$ cat src/rtl/tfs_pkg.sv
// Shared types and fixed bit positions for the taskfile sequencer.
// Assumes 32-bit buffer words and 16-bit list entries.
package tfs_pkg;
    localparam int WORD_W        = 32;
    localparam int ENT_W         = 16;
    localparam int HDR_CHAIN_BIT = 18;
    localparam int HDR_IEN_BIT   = 19;
    localparam int ERR_LO        = 3;
    localparam int ERR_W         = 5;
    localparam int ERR_NOEND     = 0;   // header bit 3
    localparam int ERR_TMO       = 1;   // header bit 4

    typedef struct packed {
        logic       last;
        logic       wnb;
        logic       skip;
        logic       cs1;
        logic [2:0] addr;
        logic [7:0] data;
    } entry_t;

    typedef enum logic [1:0] {S_IDLE, S_RUN, S_WAIT, S_FIN} seq_state_t;
endpackage

$ cat src/rtl/tfs_cpb_buf.sv
// Local copy of the command parameter block. It has a load port, two
// combinational read ports and an error write-back into word 0.
// Assumes the write-back and the load never target the same cycle
// (the top gates loads to idle).
module tfs_cpb_buf
    import tfs_pkg::*;
#(
    parameter int WORDS  = 16,
    parameter int WIDX_W = $clog2(WORDS)
) (
    input  logic              clk,
    input  logic              rst_n,
    input  logic              ld_en,
    input  logic [WIDX_W-1:0] ld_idx,
    input  logic [WORD_W-1:0] ld_data,
    input  logic              wb_en,
    input  logic [ERR_W-1:0]  wb_err,
    input  logic [WIDX_W-1:0] ra_idx,
    output logic [WORD_W-1:0] ra_data,
    input  logic [WIDX_W-1:0] rb_idx,
    output logic [WORD_W-1:0] rb_data,
    output logic [WORD_W-1:0] hdr
);
    logic [WORD_W-1:0] mem [WORDS];

    // Storage update: clear on reset, error write-back first, then loads.
    always_ff @(posedge clk) begin
        if (!rst_n) begin
            for (int i = 0; i < WORDS; i++) mem[i] <= '0;
        end else if (wb_en) begin
            mem[0][ERR_LO +: ERR_W] <= mem[0][ERR_LO +: ERR_W] | wb_err;
        end else if (ld_en) begin
            mem[ld_idx] <= ld_data;
        end
    end

    // Read ports.
    always_comb begin
        ra_data = mem[ra_idx];
        rb_data = mem[rb_idx];
        hdr     = mem[0];
    end

    // write-back leaves the bits above the error field alone.
    p_wb_keeps_upper_r10: assert property (@(posedge clk) disable iff (!rst_n)
        wb_en |=> (mem[0][WORD_W-1:ERR_LO+ERR_W] == $past(mem[0][WORD_W-1:ERR_LO+ERR_W])));
endmodule

$ cat src/rtl/tfs_entry_decode.sv
// Selects one 16-bit entry from a buffer word and splits it into fields.
// Assumes little-endian packing: the even entry sits in the low half.
module tfs_entry_decode
    import tfs_pkg::*;
(
    input  logic [WORD_W-1:0] word,
    input  logic              hi_half,
    output entry_t            ent
);
    logic [ENT_W-1:0] raw;

    // Half select and field split.
    always_comb begin
        raw      = hi_half ? word[WORD_W-1:ENT_W] : word[ENT_W-1:0];
        ent.data = raw[7:0];
        ent.addr = raw[10:8];
        ent.cs1  = raw[12];
        ent.skip = raw[13];
        ent.wnb  = raw[14];
        ent.last = raw[15];
    end
endmodule

$ cat src/rtl/tfs_busy_timer.sv
// Counts cycles spent in a busy wait and flags when the limit is reached.
// Assumes clr is held whenever the sequencer is not waiting.
module tfs_busy_timer #(
    parameter int TMO_W = 16
) (
    input  logic             clk,
    input  logic             rst_n,
    input  logic             clr,
    input  logic             en,
    input  logic [TMO_W-1:0] limit,
    output logic             expired
);
    logic [TMO_W-1:0] cnt;

    // Wait counter, saturating at the limit.
    always_ff @(posedge clk) begin
        if (!rst_n || clr) cnt <= '0;
        else if (en && !expired) cnt <= cnt + 1'b1;
    end

    // Limit compare.
    always_comb expired = (cnt >= limit);

    // the limit can only be reached while counting a wait.
    p_expire_in_wait_r7: assert property (@(posedge clk) disable iff (!rst_n)
        (en && !$past(clr) && $rose(expired)) |-> $past(en));
endmodule

$ cat src/rtl/tfs_seq_fsm.sv
// Walks the entry list: issues one registered bus write per executed entry,
// handles skip, busy wait, end marker, missing end and wait timeout.
// Assumes start arrives only while idle.
module tfs_seq_fsm
    import tfs_pkg::*;
#(
    parameter int ENTRIES = 24,
    parameter int IDX_W   = $clog2(ENTRIES)
) (
    input  logic             clk,
    input  logic             rst_n,
    input  logic             start,
    input  logic             dev_busy,
    input  entry_t           ent,
    input  logic             tmo_expired,
    input  logic             hdr_chain,
    output logic [IDX_W-1:0] idx,
    output logic             in_wait,
    output logic             active,
    output logic             done,
    output logic             wb_en,
    output logic [ERR_W-1:0] wb_err,
    output logic             bus_wr,
    output logic             bus_cs1,
    output logic [2:0]       bus_addr,
    output logic [7:0]       bus_data,
    output logic             chain_go,
    output logic [ERR_W-1:0] err_flags
);
    localparam logic [IDX_W-1:0] LAST_IDX = IDX_W'(ENTRIES - 1);

    seq_state_t       state;
    logic [ERR_W-1:0] err_acc;
    logic             at_end;
    logic             no_end;

    // End-of-walk decisions for the current entry.
    always_comb begin
        at_end = ent.last || (idx == LAST_IDX);
        no_end = !ent.last && (idx == LAST_IDX);
    end

    // Main sequencing state, walk index, bus write register and results.
    always_ff @(posedge clk) begin
        if (!rst_n) begin
            state     <= S_IDLE;
            idx       <= '0;
            err_acc   <= '0;
            bus_wr    <= 1'b0;
            bus_cs1   <= 1'b0;
            bus_addr  <= '0;
            bus_data  <= '0;
            chain_go  <= 1'b0;
            err_flags <= '0;
        end else begin
            bus_wr <= 1'b0;
            case (state)
                S_IDLE: begin
                    if (start) begin
                        state   <= S_RUN;
                        idx     <= '0;
                        err_acc <= '0;
                    end
                end
                S_RUN: begin
                    if (!ent.skip && ent.wnb && dev_busy) begin
                        state <= S_WAIT;
                    end else begin
                        if (!ent.skip) begin
                            bus_wr   <= 1'b1;
                            bus_cs1  <= ent.cs1;
                            bus_addr <= ent.addr;
                            bus_data <= ent.data;
                        end
                        if (at_end) begin
                            state <= S_FIN;
                            if (no_end) err_acc[ERR_NOEND] <= 1'b1;
                        end else begin
                            idx <= idx + 1'b1;
                        end
                    end
                end
                S_WAIT: begin
                    if (!dev_busy) begin
                        bus_wr   <= 1'b1;
                        bus_cs1  <= ent.cs1;
                        bus_addr <= ent.addr;
                        bus_data <= ent.data;
                        if (at_end) begin
                            state <= S_FIN;
                            if (no_end) err_acc[ERR_NOEND] <= 1'b1;
                        end else begin
                            idx   <= idx + 1'b1;
                            state <= S_RUN;
                        end
                    end else if (tmo_expired) begin
                        err_acc[ERR_TMO] <= 1'b1;
                        state            <= S_FIN;
                    end
                end
                default: begin
                    state     <= S_IDLE;
                    err_flags <= err_acc;
                    chain_go  <= hdr_chain;
                end
            endcase
        end
    end

    // Status decode.
    always_comb begin
        active  = (state != S_IDLE);
        in_wait = (state == S_WAIT);
        done    = (state == S_FIN);
        wb_en   = done;
        wb_err  = err_acc;
    end

    // writes only follow a cycle spent walking.
    p_wr_from_walk_r2: assert property (@(posedge clk) disable iff (!rst_n)
        bus_wr |-> ($past(state) == S_RUN || $past(state) == S_WAIT));
    // no write leaves a wait while the device is busy.
    p_no_wr_while_busy_r4: assert property (@(posedge clk) disable iff (!rst_n)
        (state == S_WAIT && dev_busy) |=> !bus_wr);
    // completion is a single-cycle pulse.
    p_done_pulse_r8: assert property (@(posedge clk) disable iff (!rst_n)
        done |=> !done);
    // the walk index never leaves the list.
    p_idx_range_r6: assert property (@(posedge clk) disable iff (!rst_n)
        idx <= LAST_IDX);
endmodule

$ cat src/rtl/tfs_seq.sv
// Top of the taskfile register-write sequencer: buffer, entry decode,
// busy-wait timer and walk controller. Assumes loads and start only while idle.
module tfs_seq
    import tfs_pkg::*;
#(
    parameter int BLK_BYTES = 64,
    parameter int HDR_BYTES = 16,
    parameter int TMO_W     = 16,
    localparam int WORDS     = BLK_BYTES / 4,
    localparam int WIDX_W    = $clog2(WORDS),
    localparam int HDR_WORDS = HDR_BYTES / 4,
    localparam int ENTRIES   = (BLK_BYTES - HDR_BYTES) / 2,
    localparam int IDX_W     = $clog2(ENTRIES)
) (
    input  logic              clk,
    input  logic              rst_n,
    input  logic              ld_en,
    input  logic [WIDX_W-1:0] ld_idx,
    input  logic [31:0]       ld_data,
    input  logic [WIDX_W-1:0] rd_idx,
    output logic [31:0]       rd_data,
    input  logic              start,
    input  logic [TMO_W-1:0]  busy_limit,
    input  logic              dev_busy,
    output logic              bus_wr,
    output logic              bus_cs1,
    output logic [2:0]        bus_addr,
    output logic [7:0]        bus_data,
    output logic              seq_active,
    output logic              done,
    output logic              irq,
    output logic              chain_go,
    output logic [4:0]        err_flags
);
    logic [IDX_W-1:0]  idx;
    logic [WIDX_W-1:0] ent_widx;
    logic [WORD_W-1:0] ent_word;
    logic [WORD_W-1:0] hdr;
    entry_t            ent;
    logic              in_wait;
    logic              tmo_expired;
    logic              wb_en;
    logic [ERR_W-1:0]  wb_err;
    logic              ld_ok;

    // Entry address and gated load.
    always_comb begin
        ent_widx = WIDX_W'(HDR_WORDS) + WIDX_W'(idx >> 1);
        ld_ok    = ld_en && !seq_active;
        irq      = done && hdr[HDR_IEN_BIT];
    end

    tfs_cpb_buf #(.WORDS(WORDS)) u_buf (
        .clk(clk), .rst_n(rst_n),
        .ld_en(ld_ok), .ld_idx(ld_idx), .ld_data(ld_data),
        .wb_en(wb_en), .wb_err(wb_err),
        .ra_idx(ent_widx), .ra_data(ent_word),
        .rb_idx(rd_idx), .rb_data(rd_data),
        .hdr(hdr)
    );

    tfs_entry_decode u_dec (
        .word(ent_word), .hi_half(idx[0]), .ent(ent)
    );

    tfs_busy_timer #(.TMO_W(TMO_W)) u_tmr (
        .clk(clk), .rst_n(rst_n),
        .clr(!in_wait), .en(in_wait),
        .limit(busy_limit), .expired(tmo_expired)
    );

    tfs_seq_fsm #(.ENTRIES(ENTRIES)) u_fsm (
        .clk(clk), .rst_n(rst_n),
        .start(start), .dev_busy(dev_busy), .ent(ent),
        .tmo_expired(tmo_expired), .hdr_chain(hdr[HDR_CHAIN_BIT]),
        .idx(idx), .in_wait(in_wait), .active(seq_active), .done(done),
        .wb_en(wb_en), .wb_err(wb_err),
        .bus_wr(bus_wr), .bus_cs1(bus_cs1), .bus_addr(bus_addr), .bus_data(bus_data),
        .chain_go(chain_go), .err_flags(err_flags)
    );

    // the interrupt never appears without completion.
    p_irq_with_done_r8: assert property (@(posedge clk) disable iff (!rst_n)
        irq |-> seq_active);
endmodule

$ cat config.mk
export PLATFORM = sky130hd
export DESIGN_NAME = tfs_seq
export DESIGN_NICKNAME = d
export VERILOG_FILES = /design/src/rtl/tfs_pkg.sv /design/src/rtl/tfs_cpb_buf.sv /design/src/rtl/tfs_entry_decode.sv /design/src/rtl/tfs_busy_timer.sv /design/src/rtl/tfs_seq_fsm.sv /design/src/rtl/tfs_seq.sv
export SDC_FILE = /design/constraint.sdc
export NUM_CORES = 1
export LEC_CHECK = 0
export ABC_CLOCK_PERIOD_IN_PS = 3850
export BUFFER_PORTS_ARGS = -buffer_cell sky130_fd_sc_hd__buf_2
export CORE_MARGIN = 2
export CORE_UTILIZATION = 52
export CTS_BUF_LIST = sky130_fd_sc_hd__clkbuf_4 sky130_fd_sc_hd__clkbuf_8
export DETAILED_ROUTE_END_ITERATION = 12
export PLACE_DENSITY = 0.7
export RECOVER_POWER = 50
export SETUP_SLACK_MARGIN = 0.15
export SLEW_MARGIN = 5
export SYNTH_ARGS = -nofsm -noshare
export SYNTH_HDL_FRONTEND = slang
export SYNTH_SLANG_ARGS = --single-unit
$ cat constraint.sdc
create_clock -name clk -period 3.85 [get_ports clk]
set_input_delay 0.5775 -clock clk [delete_from_list [all_inputs] [get_ports clk]]
set_output_delay 0.5775 -clock clk [all_outputs]
set_load 0.05 [all_outputs]
==> impl_metrics.csv, run 1 <==
group,metric,value,unit
run,drv_cap,4,
drt,dr.pass1.iters,5,
outcome,violations,"capacitance limit, slew limit",
global_route,grt_pass1_wl,125000,um
worst_setup_path,reg2reg_from,"u_fsm.state[0]",
yosys,synth_seq_area_share,0.558,
global_route,track_usage,0.309,
worst_hold_path,hold_start,"dev_busy",
worst_hold_path,hold_end,"u_fsm.wb_err[1]",
placement,dpl_cell_area,30900,um^2
worst_setup_path,ff2ff_setup_slack,0.26,ns
finish,drive_gt1_frac,0.304,
global_route,antenna_found_initial,4,
die,dieHeight,240,um
drt,wirelength,87100,um
die,num_rows,86,
worst_setup_path,startpoint_type,"flip-flop",
die,core,55200,um^2
finish,postLayoutCellArea,32600,um^2
finish,nets,2094,
sta,timing.final.crit_period,3.59,ns
sta,tightest_slew,1.69,ns
clocking,ctsResizeCount,0,
yosys,syn_area,29000,um^2
clocking,root_buffer,"clkbuf_8",
power,p_leak,0.0116,uW
sta,rsz0062_at_grt,"false",
worst_setup_path,end_kind,"flip-flop",
drt,post_drt_wl_per_cell,30.7,um
worst_hold_path,hold_path_depth,3,
drt,vias_per_cell,6.42,
finish,area_growth,12.2,%
sta,finalHoldViolations,0,
worst_setup_path,worstSetupPathType,"reg -> reg",
die,die_w,240,um
clocking,cts.reportedPaths.clkPinSlew,0.06,ns
worst_setup_path,cp_max_fo,21,
worst_setup_path,worstPathRequired,4.39,ns
clocking,h-tree-depth,3,
worst_setup_path,reg2regPathDepth,8,
drt,num_vias,18200,
placement,io_buffers,111,
yosys,ys_ff_latch,553,
yosys,yosys_warnings,0,
clocking,cts_buffers,93,
drt,drt_iter0_drc,2203,
worst_hold_path,hp-class,"in -> reg",
global_route,grt_pass1_vias,18700,
worst_setup_path,crit_arrival,4.13,ns
clocking,clock_latency,0.70,ns
power,p_per_area,443,nW/um^2
global_route,grt_start_max_net_pins,55,
placement,gp_congestion,0.856,
die,dieArea,57700,um^2
outcome,status,"complete, but fails checks",
clocking,cts_tree,"built",
finish,stdcell_count,2837,
clocking,cts_setup_buffers,0,
placement,dp.cells,2664,
yosys,synth_flop_cell,"edfxtp_1",
sta,finalSetupViolations,0,
die,io_pins,115,
yosys,synth_edf_count,512,
die,start_util,0.526,
placement,dp.final_hpwl,51300,um
yosys,async_reset_ff_frac,0,
yosys,synthCells,1901,
sta,maxSlewViolCount,54,
sta,post-route-period-util,0.932,
sta,fmax,279,MHz
sta,final.setup_skew,0.0427,ns
sta,tns,0,ns
global_route,grt_overflow,0,
clocking,cts_sinks,553,
power,peakVddDrop,0.280,mV
yosys,synth.distinct_cells,52,
clocking,clockBufferDepth,3,
clocking,hold_buffers,0,
drt,ant_nets,0,
yosys,avgSynthCellArea,15.3,um^2
drt,drcViolationCount,0,
finish,fillers,4227,
sta,relSlewSlack,-0.127,
worst_setup_path,r2r_end,"u_buf.mem[15][6]",
## worst max-delay path by stage
stage	from	to	depth (start not counted)
after global placement	rd_idx[0]	rd_data[31]	5
final	u_fsm.state[0]	u_buf.mem[15][6]	8
after floorplan	u_fsm.state[0]	u_buf.mem[4][0]	5
after detailed placement	rd_idx[0]	rd_data[31]	5
after global routing	u_fsm.state[0]	u_buf.mem[15][6]	9
after CTS	rd_idx[0]	rd_data[31]	5
## layout by cell type (no fill, tap or decap), types with 22 or more instances in the layout
| master | count |
|---|---|
| inv_1 | 31 |
| mux4_2 | 296 |
| dfxtp_1 | 38 |
| nand2_1 | 88 |
| nor2_1 | 27 |
| buf_4 | 35 |
| ha_1 | 22 |
| clkbuf_4 | 32 |
| mux2i_1 | 28 |
| edfxtp_1 | 512 |
| clkbuf_1 | 24 |
| buf_2 | 89 |
| and2_0 | 106 |
| and2_1 | 406 |
| clkbuf_8 | 101 |
## flip-flops by register name, indices dropped and copies added, names as in the netlist
register	flops
u_buf.mem	512
u_tmr.cnt	16
u_fsm.bus_data	8
u_fsm.idx	5
u_fsm.bus_addr	3
u_fsm.err_flags	2
u_fsm.state	2
u_fsm.wb_err	2
u_fsm.bus_cs1	1
u_fsm.bus_wr	1
u_fsm.chain_go	1
## final cells by class
| class | instances | area [um^2] | share of cell area |
|---|---|---|---|
| tap | 748 | 936 | 0.0287 |
| antenna | 1 | 2.50 | 0.0000768 |
| multi-input combinational | 1149 | 12200 | 0.374 |
| clock inverter | 40 | 245 | 0.00753 |
| sequential | 553 | 16200 | 0.498 |
| clock buffer | 132 | 1620 | 0.0496 |
| inverter | 34 | 128 | 0.00392 |
| timing repair buffer | 180 | 1270 | 0.0391 |
## Yosys cell counts (4+ instances only)
cell,count,area (um^2)
o22ai_1,5,31.3
a211oi_1,4,30.0
nor2_1,35,131
nand2_1,88,330
nor4_1,5,31.3
buf_2,12,60.1
inv_1,32,120
buf_4,10,75.1
mux4_2,296,6670
and2_1,512,3200
buf_1,20,75.1
dfxtp_1,41,821
nand3_1,12,60.1
mux2i_1,28,280
xnor2_1,9,78.8
edfxtp_1,512,15400
nor3_1,14,70.1
o21ai_0,26,130
ha_1,22,275
or3_1,8,50.1
o32ai_1,4,35.0
mux2_2,5,56.3
nand4_1,5,31.3
a21oi_1,19,95.1
nand2b_1,10,62.6
clkbuf_1,124,465
## routing by layer
metal,vias to the layer above,GRT usage,routed length (um)
met3,283,0.0524,8380
met5,-,0,54
met4,8,0.157,4590
li1,7493,-,-
met2,1145,0.513,42600
met1,9286,0.396,31400
## power by group
part	internal [uW]	total (uW)	switching (uW)
Clock	2850	5300	2450
Sequential	6870	7040	170
Combinational	741	2090	1350
## per-stage QoR
| stage | setup slack, ns | power (uW) | util | hold WS (ns) |
|---|---|---|---|---|
| 2_1_floorplan | -0.493 | 8500 | - | 0.483 |
| 3_3_place_gp | 0.737 | 9190 | 0.560 | 0.446 |
| 5_1_grt | 0.292 | 14800 | 0.590 | 0.349 |
| 6_report | 0.262 | 14400 | 0.590 | 0.327 |
| 4_1_cts | 0.728 | 14500 | 0.594 | 0.279 |
| 3_5_place_dp | 0.729 | 9250 | 0.560 | 0.456 |
## cells by family after synthesis
family,synth area share
other cells,0.000129
compound gates,0.0185
flops,0.558
buf+inv,0.0281
mux,0.244
xor+xnor,0.00272
fa+ha+maj,0.00948
simple gates,0.139
## critical path, stage by stage (launching register included)
cell and delay [ns]:
dfxtp_1 0.35, ha_1 0.26, buf_4 0.22, nor3_1 0.38, nand3_1 0.14, buf_4 0.19
nor2_1 1.14, buf_4 0.57, and2_1 0.19
(Power assumes the default switching activity.)
==> run 2, diff against run 1 <==
--- a/config.mk
+++ b/config.mk
@@ -12,7 +12,7 @@
 export CTS_BUF_LIST = sky130_fd_sc_hd__clkbuf_4 sky130_fd_sc_hd__clkbuf_8
 export DETAILED_ROUTE_END_ITERATION = 12
 export PLACE_DENSITY = 0.7
-export RECOVER_POWER = 50
+export RECOVER_POWER = 100
 export SETUP_SLACK_MARGIN = 0.15
 export SLEW_MARGIN = 5
 export SYNTH_ARGS = -nofsm -noshare
==> run 2 against run 1 <==
Against the previous run: total power down 0.14%; the run still ends with capacitance limit, slew limit left; highest routed layer unchanged; global-route usage unchanged; die area did not move; largest cell class unchanged; critical path type unchanged.
==> impl_metrics.csv, run 2 (same netlist as run 1, synthesis figures left out) <==
group,metric,value,unit
drt,drt_iter0_drc,2232,
worst_setup_path,worstPathRequired,4.40,ns
clocking,ctsResizeCount,0,
global_route,grt_start_max_net_pins,55,
drt,post_drt_wl_per_cell,30.7,um
outcome,status,"complete, but fails checks",
outcome,violations,"capacitance limit, slew limit",
drt,wirelength,87000,um
clocking,root_buffer,"clkbuf_8",
clocking,cts.reportedPaths.clkPinSlew,0.06,ns
sta,relSlewSlack,-0.146,
sta,maxSlewViolCount,107,
global_route,grt_overflow,0,
run,drv_cap,6,
die,die_w,240,um
worst_setup_path,reg2regPathDepth,8,
sta,timing.final.crit_period,3.55,ns
finish,layout_commonest_cell,"edfxtp_1",
clocking,cts_setup_buffers,0,
worst_setup_path,end_kind,"flip-flop",
finish,mostFrequentLayoutCells,"512 x edfxtp_1, 327 x and2_1, 296 x mux4_2, 185 x and2_0, 101 x clkbuf_8",
global_route,grt_pass1_vias,18700,
placement,dp.final_hpwl,51300,um
die,core,55200,um^2
clocking,cts_buffers,93,
finish,area_growth,11.9,%
drt,ant_nets,0,
finish,nets,2094,
drt,dr.pass1.iters,5,
die,io_pins,115,
worst_setup_path,cp_max_fo,18,
sta,worst_slack,0.302,ns
finish,drive_gt1_frac,0.290,
worst_setup_path,crit_arrival,4.10,ns
power,p_per_area,444,nW/um^2
clocking,clock_latency,0.70,ns
die,dieArea,57700,um^2
worst_hold_path,hp-class,"in -> reg",
global_route,antenna_found_initial,4,
power,p_leak,0.0114,uW
finish,postLayoutCellArea,32500,um^2
clocking,cts_sinks,553,
sta,fmax,282,MHz
sta,finalHoldViolations,0,
sta,final.setup_skew,0.0483,ns
finish,top_regs,"u_buf.mem (512), u_tmr.cnt (16), u_fsm.bus_data (8)",
power,peakVddDrop,0.278,mV
sta,finalSetupViolations,0,
drt,num_vias,18200,
sta,tns,0,ns
drt,drcViolationCount,0,
finish,fillers,4245,
clocking,clockBufferDepth,3,
clocking,h-tree-depth,3,
clocking,hold_buffers,0,
die,num_rows,86,
sta,post-route-period-util,0.922,
sta,hold_slack,0.324,ns
global_route,track_usage,0.309,
placement,dpl_cell_area,30900,um^2
clocking,cts_tree,"built",
placement,place_ws,0.729,ns
placement,gp_congestion,0.856,
finish,regMostFlops,"u_buf.mem",
sta,tightest_slew,1.72,ns
worst_setup_path,worstSetupPathType,"reg -> reg",
worst_setup_path,startpoint_type,"flip-flop",
worst_hold_path,hold_path_depth,3,
die,start_util,0.526,
drt,vias_per_cell,6.43,
die,dieHeight,240,um
sta,rsz0062_at_grt,"false",
placement,io_buffers,111,
finish,largest_register_ffs,512,
global_route,grt_pass1_wl,125000,um
[run 2: per-layer routing]
layer | routed length, um | up-vias | global-route usage | share of wire
met3 | 7880 | 272 | 0.0524 | 0.090
li1 | - | 7489 | - | -
met1 | 31600 | 9383 | 0.396 | 0.36
met4 | 4510 | 8 | 0.157 | 0.052
met5 | 54 | - | 0 | 0.00062
met2 | 43000 | 1087 | 0.513 | 0.49
[run 2: final cells by class]
cell class                      instances  area (um^2)  area share
Multi-Input combinational cell       1149        12100       0.374
Clock buffer                          132         1620      0.0498
Antenna cell                            2         5.00    0.000154
Clock inverter                         40          245     0.00755
Sequential cell                       553        16200       0.499
Tap cell                              748          936      0.0288
Inverter                               34          128     0.00393
Timing Repair Buffer                  180         1200      0.0368
[run 2: critical path, cell delays in order (launching register included)]
cell and delay (ns):
dfxtp_1 0.35, ha_1 0.25, buf_4 0.22, nor3_1 0.38, nand3_1 0.13, buf_4 0.19, nor2_2 0.98, clkbuf_2 0.68
and2_1 0.22
[run 2: power breakdown]
group          switching (uW)  total (uW)  internal, uW
Clock                    2450        5310          2850
Combinational            1350        2060           719
Sequential                169        7040          6870
[run 2: path summary, 6_finish.rpt]
| path | from | slack (ns) | to |
|---|---|---|---|
| max reg2reg | u_fsm.state[0] | 0.30 | u_buf.mem[7][28] |
| min reg2reg | u_fsm.bus_data[2] | 0.46 | u_fsm.bus_data[2] |
| min | dev_busy | 0.32 | u_fsm.wb_err[1] |
| max | u_fsm.state[0] | 0.30 | u_buf.mem[7][28] |
[run 2: through the flow]
stage                     std cells  utilization  power, uW
after global routing           2836        0.588      14800
final                          2838        0.588      14400
after detailed placement       2664        0.560       9250
after CTS                      2836        0.594      14500
after global placement         2664        0.560       9190
after floorplan                1903            -       8500
